===== config.mk =====
export PLATFORM = sky130hd
export DESIGN_NAME = nand_op_seq
export DESIGN_NICKNAME = d
export VERILOG_FILES = /design/src/rtl/nand_seq_pkg.sv /design/src/rtl/nand_wait_timer.sv /design/src/rtl/nand_byte_count.sv /design/src/rtl/nand_addr_pick.sv /design/src/rtl/nand_op_seq.sv
export SDC_FILE = /design/constraint.sdc
export NUM_CORES = 1
export LEC_CHECK = 0
export CAP_MARGIN = 20
export CORE_UTILIZATION = 46
export CTS_CLUSTER_DIAMETER = 100
export DETAILED_ROUTE_END_ITERATION = 16
export GPL_TIMING_DRIVEN = 0
export PLACE_DENSITY = 0.81
export SYNTH_ARGS = -nofsm -noshare
export SYNTH_HDL_FRONTEND = slang
export SYNTH_SLANG_ARGS = --single-unit

===== constraint.sdc =====
create_clock -name clk -period 2.1 [get_ports clk]
set_clock_uncertainty 0.1 [all_clocks]
set_input_delay 0.21 -clock clk [delete_from_list [all_inputs] [get_ports clk]]
set_output_delay 0.21 -clock clk [all_outputs]
set_load 0.03 [all_outputs]

===== src/rtl/nand_seq_pkg.sv =====
// Shared types and command bytes for the NAND operation sequencer.
// Assumes a chip that uses the common two-cycle setup/confirm command pairs.
package nand_seq_pkg;

    typedef enum logic [2:0] {
        OP_ERASE = 3'd0,
        OP_PROG  = 3'd1,
        OP_READ  = 3'd2,
        OP_COPY  = 3'd3
    } op_e;

    typedef enum logic [3:0] {
        ST_IDLE,
        ST_CMD1,
        ST_ADDR,
        ST_DIN,
        ST_CMD2,
        ST_WAIT,
        ST_DOUT,
        ST_SCMD,
        ST_SRD,
        ST_DONE
    } st_e;

    localparam logic [7:0] CMD_RD_SETUP = 8'h00;
    localparam logic [7:0] CMD_RD_GO    = 8'h30;
    localparam logic [7:0] CMD_CP_LOAD  = 8'h35;
    localparam logic [7:0] CMD_PG_SETUP = 8'h80;
    localparam logic [7:0] CMD_CP_SETUP = 8'h85;
    localparam logic [7:0] CMD_PG_GO    = 8'h10;
    localparam logic [7:0] CMD_ER_SETUP = 8'h60;
    localparam logic [7:0] CMD_ER_GO    = 8'hD0;
    localparam logic [7:0] CMD_STATUS   = 8'h70;

endpackage


===== src/rtl/nand_wait_timer.sv =====
// Down-counter for array wait phases.
// Loaded on the confirm command, counts while the sequencer waits, holds at 0.
module nand_wait_timer #(
    parameter int W = 17
) (
    input  logic         clk,
    input  logic         rst_n,
    input  logic         load,
    input  logic [W-1:0] load_val,
    input  logic         run,
    output logic         zero
);

    logic [W-1:0] cnt_q;

    // Load, count down while running, saturate at zero.
    always_ff @(posedge clk) begin
        if (!rst_n)
            cnt_q <= '0;
        else if (load)
            cnt_q <= load_val;
        else if (run && cnt_q != '0)
            cnt_q <= cnt_q - 1'b1;
    end

    assign zero = (cnt_q == '0);


    // timer_hold_chk: an idle, expired timer stays expired until reloaded
    timer_hold_chk: assert property (@(posedge clk) disable iff (!rst_n)
        (zero && !load) |=> zero);

endmodule


===== src/rtl/nand_byte_count.sv =====
// Remaining-byte counter for the data-in and data-out phases.
// Assumes the owner never decrements once the count reaches zero.
module nand_byte_count #(
    parameter int W = 12
) (
    input  logic         clk,
    input  logic         rst_n,
    input  logic         load,
    input  logic [W-1:0] load_val,
    input  logic         dec,
    output logic         zero
);

    logic [W-1:0] cnt_q;

    // Load on accept, decrement per transferred byte.
    always_ff @(posedge clk) begin
        if (!rst_n)
            cnt_q <= '0;
        else if (load)
            cnt_q <= load_val;
        else if (dec)
            cnt_q <= cnt_q - 1'b1;
    end

    assign zero = (cnt_q == '0);


    // cnt_no_wrap_chk: no byte is moved when none remain
    cnt_no_wrap_chk: assert property (@(posedge clk) disable iff (!rst_n)
        dec |-> !zero);

endmodule


===== src/rtl/nand_addr_pick.sv =====
// Selects one address byte out of {row, column}, least significant first.
// Index 0..COL_BYTES-1 are column bytes, the rest are row bytes.
module nand_addr_pick #(
    parameter int COL_W = 12,
    parameter int ROW_W = 16,
    parameter int IDX_W = 3
) (
    input  logic [COL_W-1:0] col,
    input  logic [ROW_W-1:0] row,
    input  logic [IDX_W-1:0] idx,
    output logic [7:0]       abyte
);

    localparam int COL_BYTES = (COL_W + 7) / 8;
    localparam int ROW_BYTES = (ROW_W + 7) / 8;
    localparam int N_BYTES   = COL_BYTES + ROW_BYTES;

    logic [8*N_BYTES-1:0] vec;
    logic [7:0]           slice [N_BYTES];

    assign vec = {(8*ROW_BYTES)'(row), (8*COL_BYTES)'(col)};

    // One byte lane per address cycle.
    for (genvar g = 0; g < N_BYTES; g++) begin : g_lane
        assign slice[g] = vec[8*g +: 8];
    end

    // Pick the lane for the current address cycle.
    always_comb begin
        abyte = 8'h00;
        for (int k = 0; k < N_BYTES; k++)
            if (int'(idx) == k) abyte = slice[k];
    end

endmodule


===== src/rtl/nand_op_seq.sv =====
// NAND operation sequencer: expands erase, program, read and copy requests
// into command/address/data/status steps on an abstract chip byte bus.
// Assumes req_len never exceeds the page size and the write source presents
// the next byte whenever wr_take is high.
module nand_op_seq
    import nand_seq_pkg::*;
#(
    parameter int ROW_W          = 16,
    parameter int COL_W          = 12,
    parameter int SECT_BYTES     = 512,
    parameter int SECTORS        = 4,
    parameter int SPARE_PER_SECT = 16,
    parameter int T_ERASE_CYC    = 100000,
    parameter int T_PROG_CYC     = 10000,
    parameter int T_READ_CYC     = 1000,
    localparam int PAGE_BYTES    = SECTORS * (SECT_BYTES + SPARE_PER_SECT),
    localparam int LEN_W         = $clog2(PAGE_BYTES + 1)
) (
    input  logic             clk,
    input  logic             rst_n,
    input  logic             req_valid,
    input  logic [2:0]       req_op,
    input  logic [ROW_W-1:0] req_row,
    input  logic [ROW_W-1:0] req_dst_row,
    input  logic [COL_W-1:0] req_col,
    input  logic [LEN_W-1:0] req_len,
    output logic             req_accept,
    output logic             req_err,
    output logic             busy,
    input  logic [7:0]       wr_data,
    output logic             wr_take,
    output logic [7:0]       rd_data,
    output logic             rd_valid,
    output logic             done,
    output logic             done_fail,
    output logic             nf_cmd_we,
    output logic             nf_addr_we,
    output logic             nf_din_we,
    output logic             nf_re,
    output logic [7:0]       nf_wdata,
    input  logic [7:0]       nf_rdata,
    input  logic             nf_ready
);

    localparam int COL_BYTES  = (COL_W + 7) / 8;
    localparam int ROW_BYTES  = (ROW_W + 7) / 8;
    localparam int ADDR_BYTES = COL_BYTES + ROW_BYTES;
    localparam int IDX_W      = $clog2(ADDR_BYTES + 1);
    localparam int T_MAX12    = (T_ERASE_CYC > T_PROG_CYC) ? T_ERASE_CYC : T_PROG_CYC;
    localparam int T_MAX      = (T_MAX12 > T_READ_CYC) ? T_MAX12 : T_READ_CYC;
    localparam int TMR_W      = $clog2(T_MAX + 1);

    st_e              st_q, st_d;
    op_e              op_q;
    logic             cp2_q;
    logic [ROW_W-1:0] row_q, dst_q;
    logic [COL_W-1:0] col_q;
    logic             fail_q;
    logic [IDX_W-1:0] aidx_q;
    logic [7:0]       rd_data_q;
    logic             rd_valid_q;

    logic             tmr_zero, cnt_zero;
    logic             in_wait, addr_last, data_in_phase;
    logic [TMR_W-1:0] tmr_val;
    logic [7:0]       cmd1_byte, cmd2_byte, addr_byte;
    logic [COL_W-1:0] sel_col;
    logic [ROW_W-1:0] sel_row;
    logic             dout_go;

    assign req_accept = (st_q == ST_IDLE) && req_valid && !req_op[2];
    assign req_err    = (st_q == ST_IDLE) && req_valid &&  req_op[2];
    assign busy       = (st_q != ST_IDLE);
    assign done       = (st_q == ST_DONE);
    assign done_fail  = done && fail_q;
    assign in_wait    = (st_q == ST_WAIT);
    assign addr_last  = (aidx_q == IDX_W'(ADDR_BYTES - 1));
    assign data_in_phase = (op_q == OP_PROG) || (op_q == OP_COPY && cp2_q);
    assign dout_go    = (st_q == ST_DOUT) && !cnt_zero;

    // Setup and confirm command bytes for the current operation and phase.
    always_comb begin
        unique case (op_q)
            OP_ERASE: begin cmd1_byte = CMD_ER_SETUP; cmd2_byte = CMD_ER_GO; end
            OP_PROG:  begin cmd1_byte = CMD_PG_SETUP; cmd2_byte = CMD_PG_GO; end
            OP_READ:  begin cmd1_byte = CMD_RD_SETUP; cmd2_byte = CMD_RD_GO; end
            default:  begin
                cmd1_byte = cp2_q ? CMD_CP_SETUP : CMD_RD_SETUP;
                cmd2_byte = cp2_q ? CMD_PG_GO    : CMD_CP_LOAD;
            end
        endcase
    end

    // Wait length chosen by the array operation the confirm starts.
    always_comb begin
        unique case (op_q)
            OP_ERASE: tmr_val = TMR_W'(T_ERASE_CYC);
            OP_PROG:  tmr_val = TMR_W'(T_PROG_CYC);
            OP_READ:  tmr_val = TMR_W'(T_READ_CYC);
            default:  tmr_val = cp2_q ? TMR_W'(T_PROG_CYC) : TMR_W'(T_READ_CYC);
        endcase
    end

    // Address source: copy load phase reads from column 0 of the source row.
    always_comb begin
        sel_col = col_q;
        sel_row = row_q;
        if (op_q == OP_COPY) begin
            sel_col = cp2_q ? col_q : '0;
            sel_row = cp2_q ? dst_q : row_q;
        end
    end

    // Chip bus strobes and byte, decoded from the state.
    always_comb begin
        nf_cmd_we  = 1'b0;
        nf_addr_we = 1'b0;
        nf_din_we  = 1'b0;
        nf_re      = 1'b0;
        nf_wdata   = 8'h00;
        unique case (st_q)
            ST_CMD1: begin nf_cmd_we = 1'b1; nf_wdata = cmd1_byte; end
            ST_CMD2: begin nf_cmd_we = 1'b1; nf_wdata = cmd2_byte; end
            ST_SCMD: begin nf_cmd_we = 1'b1; nf_wdata = CMD_STATUS; end
            ST_ADDR: begin nf_addr_we = 1'b1; nf_wdata = addr_byte; end
            ST_DIN:  begin nf_din_we = !cnt_zero; nf_wdata = wr_data; end
            ST_DOUT: nf_re = !cnt_zero;
            ST_SRD:  nf_re = 1'b1;
            default: ;
        endcase
    end

    assign wr_take = nf_din_we;

    // Next-state decision of the operation sequence.
    always_comb begin
        st_d = st_q;
        unique case (st_q)
            ST_IDLE: if (req_accept) st_d = ST_CMD1;
            ST_CMD1: st_d = ST_ADDR;
            ST_ADDR: if (addr_last) st_d = data_in_phase ? ST_DIN : ST_CMD2;
            ST_DIN:  if (cnt_zero) st_d = ST_CMD2;
            ST_CMD2: st_d = ST_WAIT;
            ST_WAIT: if (tmr_zero && nf_ready) begin
                if (op_q == OP_READ)               st_d = ST_DOUT;
                else if (op_q == OP_COPY && !cp2_q) st_d = ST_CMD1;
                else                               st_d = ST_SCMD;
            end
            ST_DOUT: if (cnt_zero) st_d = ST_DONE;
            ST_SCMD: st_d = ST_SRD;
            ST_SRD:  st_d = ST_DONE;
            default: st_d = ST_IDLE;
        endcase
    end

    // State register.
    always_ff @(posedge clk) begin
        if (!rst_n) st_q <= ST_IDLE;
        else        st_q <= st_d;
    end

    // Latch the request fields on accept.
    always_ff @(posedge clk) begin
        if (!rst_n) begin
            op_q  <= OP_ERASE;
            row_q <= '0;
            dst_q <= '0;
            col_q <= '0;
        end else if (req_accept) begin
            op_q  <= op_e'(req_op);
            row_q <= req_row;
            dst_q <= req_dst_row;
            col_q <= req_col;
        end
    end

    // Copy phase flag: set when the load phase wait completes.
    always_ff @(posedge clk) begin
        if (!rst_n || req_accept)
            cp2_q <= 1'b0;
        else if (in_wait && st_d == ST_CMD1)
            cp2_q <= 1'b1;
    end

    // Address byte index: erase starts past the column bytes.
    always_ff @(posedge clk) begin
        if (!rst_n)
            aidx_q <= '0;
        else if (st_q == ST_CMD1)
            aidx_q <= (op_q == OP_ERASE) ? IDX_W'(COL_BYTES) : '0;
        else if (st_q == ST_ADDR)
            aidx_q <= aidx_q + 1'b1;
    end

    // Status capture: bit 0 of the status byte is the fail flag.
    always_ff @(posedge clk) begin
        if (!rst_n || req_accept)
            fail_q <= 1'b0;
        else if (st_q == ST_SRD)
            fail_q <= nf_rdata[0];
    end

    // Read data output register.
    always_ff @(posedge clk) begin
        if (!rst_n) begin
            rd_data_q  <= 8'h00;
            rd_valid_q <= 1'b0;
        end else begin
            rd_valid_q <= dout_go;
            if (dout_go) rd_data_q <= nf_rdata;
        end
    end

    assign rd_data  = rd_data_q;
    assign rd_valid = rd_valid_q;

    nand_wait_timer #(.W(TMR_W)) u_timer (
        .clk      (clk),
        .rst_n    (rst_n),
        .load     (st_q == ST_CMD2),
        .load_val (tmr_val),
        .run      (in_wait),
        .zero     (tmr_zero)
    );

    nand_byte_count #(.W(LEN_W)) u_count (
        .clk      (clk),
        .rst_n    (rst_n),
        .load     (req_accept),
        .load_val (req_len),
        .dec      (nf_din_we || dout_go),
        .zero     (cnt_zero)
    );

    nand_addr_pick #(.COL_W(COL_W), .ROW_W(ROW_W), .IDX_W(IDX_W)) u_addr (
        .col   (sel_col),
        .row   (sel_row),
        .idx   (aidx_q),
        .abyte (addr_byte)
    );


    // strobe_onehot_chk: one bus action per cycle at most
    strobe_onehot_chk: assert property (@(posedge clk) disable iff (!rst_n)
        $onehot0({nf_cmd_we, nf_addr_we, nf_din_we, nf_re}));


    // busy_quiet_chk: the chip bus stays quiet while the array is busy
    busy_quiet_chk: assert property (@(posedge clk) disable iff (!rst_n)
        !nf_ready |-> !(nf_cmd_we || nf_addr_we || nf_din_we || nf_re));


    // wait_exit_chk: a wait ends only with the timer expired and the chip ready
    wait_exit_chk: assert property (@(posedge clk) disable iff (!rst_n)
        $fell(in_wait) |-> ($past(tmr_zero) && $past(nf_ready)));


    // done_pulse_chk: completion lasts exactly one cycle
    done_pulse_chk: assert property (@(posedge clk) disable iff (!rst_n)
        done |=> !done);


    // reject_idle_chk: a rejected request leaves the sequencer idle
    reject_idle_chk: assert property (@(posedge clk) disable iff (!rst_n)
        req_err |=> !busy);


    // no_accept_busy_chk: nothing is taken while a sequence is in flight
    no_accept_busy_chk: assert property (@(posedge clk) disable iff (!rst_n)
        (busy && !done) |=> !req_accept);

endmodule


==> metrics.md <==
| Metric | Value |
|---|---|
| H-tree levels | `3` |
| Area of the multi-input gates | `approximately 0.0030 mm²` |
| Post-synthesis instance area | `roughly 0.0048 mm²` |
| Hold depth | `3` |
| Final setup TNS | `-8.430 ns` |
| Clk sinks | `94` |
| Sequential cell area | `roughly 0.0019 mm²` |
| Final worst-path cycle share | `1.259` |
| MaxCap Viol Count | `0` |
| Cell row count | `36` |
| CTS tree | `built` |
| DP HPWL | `about 11000 µm` |
| Die X | `103.7 µm` |
| Total die area | `approximately 0.011 mm²` |
| Gr usage total | `0.2855` |
| Post-synthesis net count | `slightly above 700` |
| Fmax | `378.2 MHz` |
| Startpoint types | `register` |
| Worst hold-check slack | `between 0.2 and 0.25 ns` |
| Port buffer count | `around 100` |
| Syn avg cell area | `between 7 and 8 µm²` |
| DRC errors left | `0` |
| Worst skew pair latency | `0.39 ns` |
| Post-Route WL | `about 16000 µm` |
| Chip height | `103.7 µm` |
| Critical Path RT | `between 1.5 and 2 ns` |
| Initial DRC Count | `around 460` |
| Crit path launch | `aidx_q[0]` |
| Vias/cell | `5.823` |
| Post-synthesis sequential area ratio | `0.3953` |
| Violations in the final reports | `setup timing` |
| Pre-antenna DRT Iters | `6` |
| Ys async rst share | `0` |
| Mean routed wirelength per cell | `~18 µm` |
| Post-synth EDFFs | `0` |
| First-pass GRT wire length | `between 20000 and 25000 µm` |
| R2r endpoint | `rd_data[0]` |
| Worst Path Arrival | `roughly 2.3 ns` |
| Gr ovfl total | `0` |
| Starting Density | `0.4804` |
| Largest net degree at the start of global routing | `16` |
| Worst-Margin Slew | `0.6196 ns` |
| Worst Hold Class | `in2reg` |
| Slew Limit Fails | `0` |
| Vias | `~5300` |
| Final Setup Violations | `34` |
| Filler cell count in the final layout | `739` |
| Flops & latches, synth | `94` |
| Pleak | `approximately 0.0025 µW` |
| Min-delay src | `rst_n` |
| VDD IR max | `~330 µV` |
| Worst-path clk slew | `0.10 ns` |
| Fin worst setup slack | `-0.5444 ns` |
| Routed Antenna Nets | `0` |
| Antenna violations before repair | `0` |
| Final GP Congestion | `between 0.9 and 1` |
| Pre-CTS setup slack | `-0.8956 ns` |
| Core area | `approximately 0.0099 mm²` |
| Antenna fix cells | `0` |
| Cells after Synth | `about 630` |
| CP Capture Type | `primary output` |
| Layout cells sized above 1 | `0.2090` |
| RSZ-0062 raised after global routing | `true` |
| IO Count | `approximately 110` |
| Total CTS buffers | `9` |
| PD cells | `588.7 mW/mm²` |
| Tmin final | `roughly 2.6 ns` |
| Hold Vio Cnt, Final | `0` |
| Crit path max fanout | `5` |
| Hold buffer count at CTS | `0` |
| Commonest non-fill, non-tap cell in the layout | `nand2_1` |
| YS warnings | `0` |
| R2R depth | `8` |
| Final #Nets | `around 860` |
| Status | `finished, violations left` |
| Post-synth top flop | `dfxtp_1` |
| Most frequent cells in the layout | `nand2_1 (145), a21oi_1 (87), clkdlybuf4s50_1 (86), dfxtp_1 (82), nor2_1 (38)` |
| Relative slew slack | `0.5835` |
| Setup crit end | `nf_wdata[5]` |
| Root Driver | `clkbuf_8` |
| Syn-to-layout area delta | `44.86%` |
| R2R Setup Slk | `-0.38 ns` |
| Vias in the first global route | `between 5000 and 6000` |
| Kind of critical path | `reg2out` |
| Post-layout util | `0.6960` |
| Unique masters post-synth | `52` |
| CTS max path bufs | `2` |
| Reg2reg start | `u_count.cnt_q[3]` |
-- metal layers --
layer	vias up	GRT usage	wire [µm]
met5	-	0	0
met4	0	0.1592	692
met3	66	0.05979	1383
met2	318	0.4947	8074
met1	2438	0.3269	6246
li1	2465	-	-
-- power breakdown --
| part | leakage, µW | switching, µW | internal [µW] | total, µW |
|---|---|---|---|---|
| sequential | 0.000772 | 65.9 | 1860 | 1920 |
| combinational | 0.00168 | 442 | 408 | 851 |
| clock | 0.0000976 | 672 | 613 | 1280 |
| total | 0.00255 | 1180 | 2880 | 4060 |
-- worst min path at each step --
stage / end / slack [ns]
after global routing: u_timer.cnt_q[3] / 0.25
after CTS: st_q[0] / 0.13
after global placement: dst_q[8] / 0.34
after detailed placement: row_q[0] / 0.35
final: u_timer.cnt_q[3] / 0.21
after floorplan: col_q[4] / 0.25
-- cell usage after synthesis, drive strengths merged, types with 4 or more instances --
master	number	area, µm²
nand2b	7	43.79
nor3	15	75.07
xnor2	16	140.1
ha	9	112.6
xor2	6	52.55
nand3	18	90.09
nand2	147	551.8
a21oi	89	445.4
dfxtp	94	1882
buf	9	52.55
nor4	14	93.84
inv	10	37.53
nand4	4	25.02
nor2b	5	31.28
and3	5	36.28
nand4b	4	35.03
o21ai	23	118.9
or3	10	62.56
o211ai	4	30.03
o22ai	4	25.02
mux2i	15	150.1
clkbuf	35	131.4
a211oi	9	67.56
nor2	41	153.9
-- what timing repair did --
action / 4_1_cts / 5_1_grt
gates cloned: 1 / 0
endpoints found under the setup margin: 68 / 64
gates resized for setup: 164 / 77
buffers inserted: 21 / 14
pin swaps: 20 / 22
-- critical path, stage by stage, from the launching register on --
cell and delay, ns:
dfxtp_4 0.40, inv_4 0.05, ha_4 0.16, or3_4 0.38, nor3b_4 0.33, a211oi_2 0.13, o211ai_1 0.29, buf_4 0.22
-- flip-flops by register name (all words and copies together) (netlist names), 3 cells and up --
name / flops
aidx_q: 3
col_q: 12
u_timer.cnt_q: 17
row_q: 16
op_q: 3
u_count.cnt_q: 12
st_q: 4
rd_data: 8
dst_q: 16
-- stage by stage --
stage                     area [µm²]  power [µW]  cells
after floorplan                 4866        2340    631
after global placement          6073        2618    868
after detailed placement        6073        2643    868
after CTS                       6625        3936    899
after global routing            6897        4188    908
final                           6897        4060    908
-- kinds of logic (layout without fill, tap and decap cells) --
| kind of cell | after synthesis | in the layout | share of synthesized area |
|---|---|---|---|
| mux | 16 | 16 | 0.03469 |
| xor+xnor | 22 | 22 | 0.04047 |
| buf+inv | 55 | 199 | 0.04730 |
| simple gates | 290 | 290 | 0.2867 |
| compound gates | 145 | 145 | 0.1719 |
| flops | 94 | 94 | 0.3953 |
| fa+ha+maj | 9 | 9 | 0.02365 |
-- final cells by class --
cell class / instances / area share
multi-input combinational: 482 / 0.4334
buffer: 33 / 0.03229
sequential: 94 / 0.2772
clock inverter: 5 / 0.008345
timing repair buffer: 139 / 0.1961
inverter: 11 / 0.006531
tap: 133 / 0.02413
clock buffer: 11 / 0.02195
(Power assumes the default switching activity.)
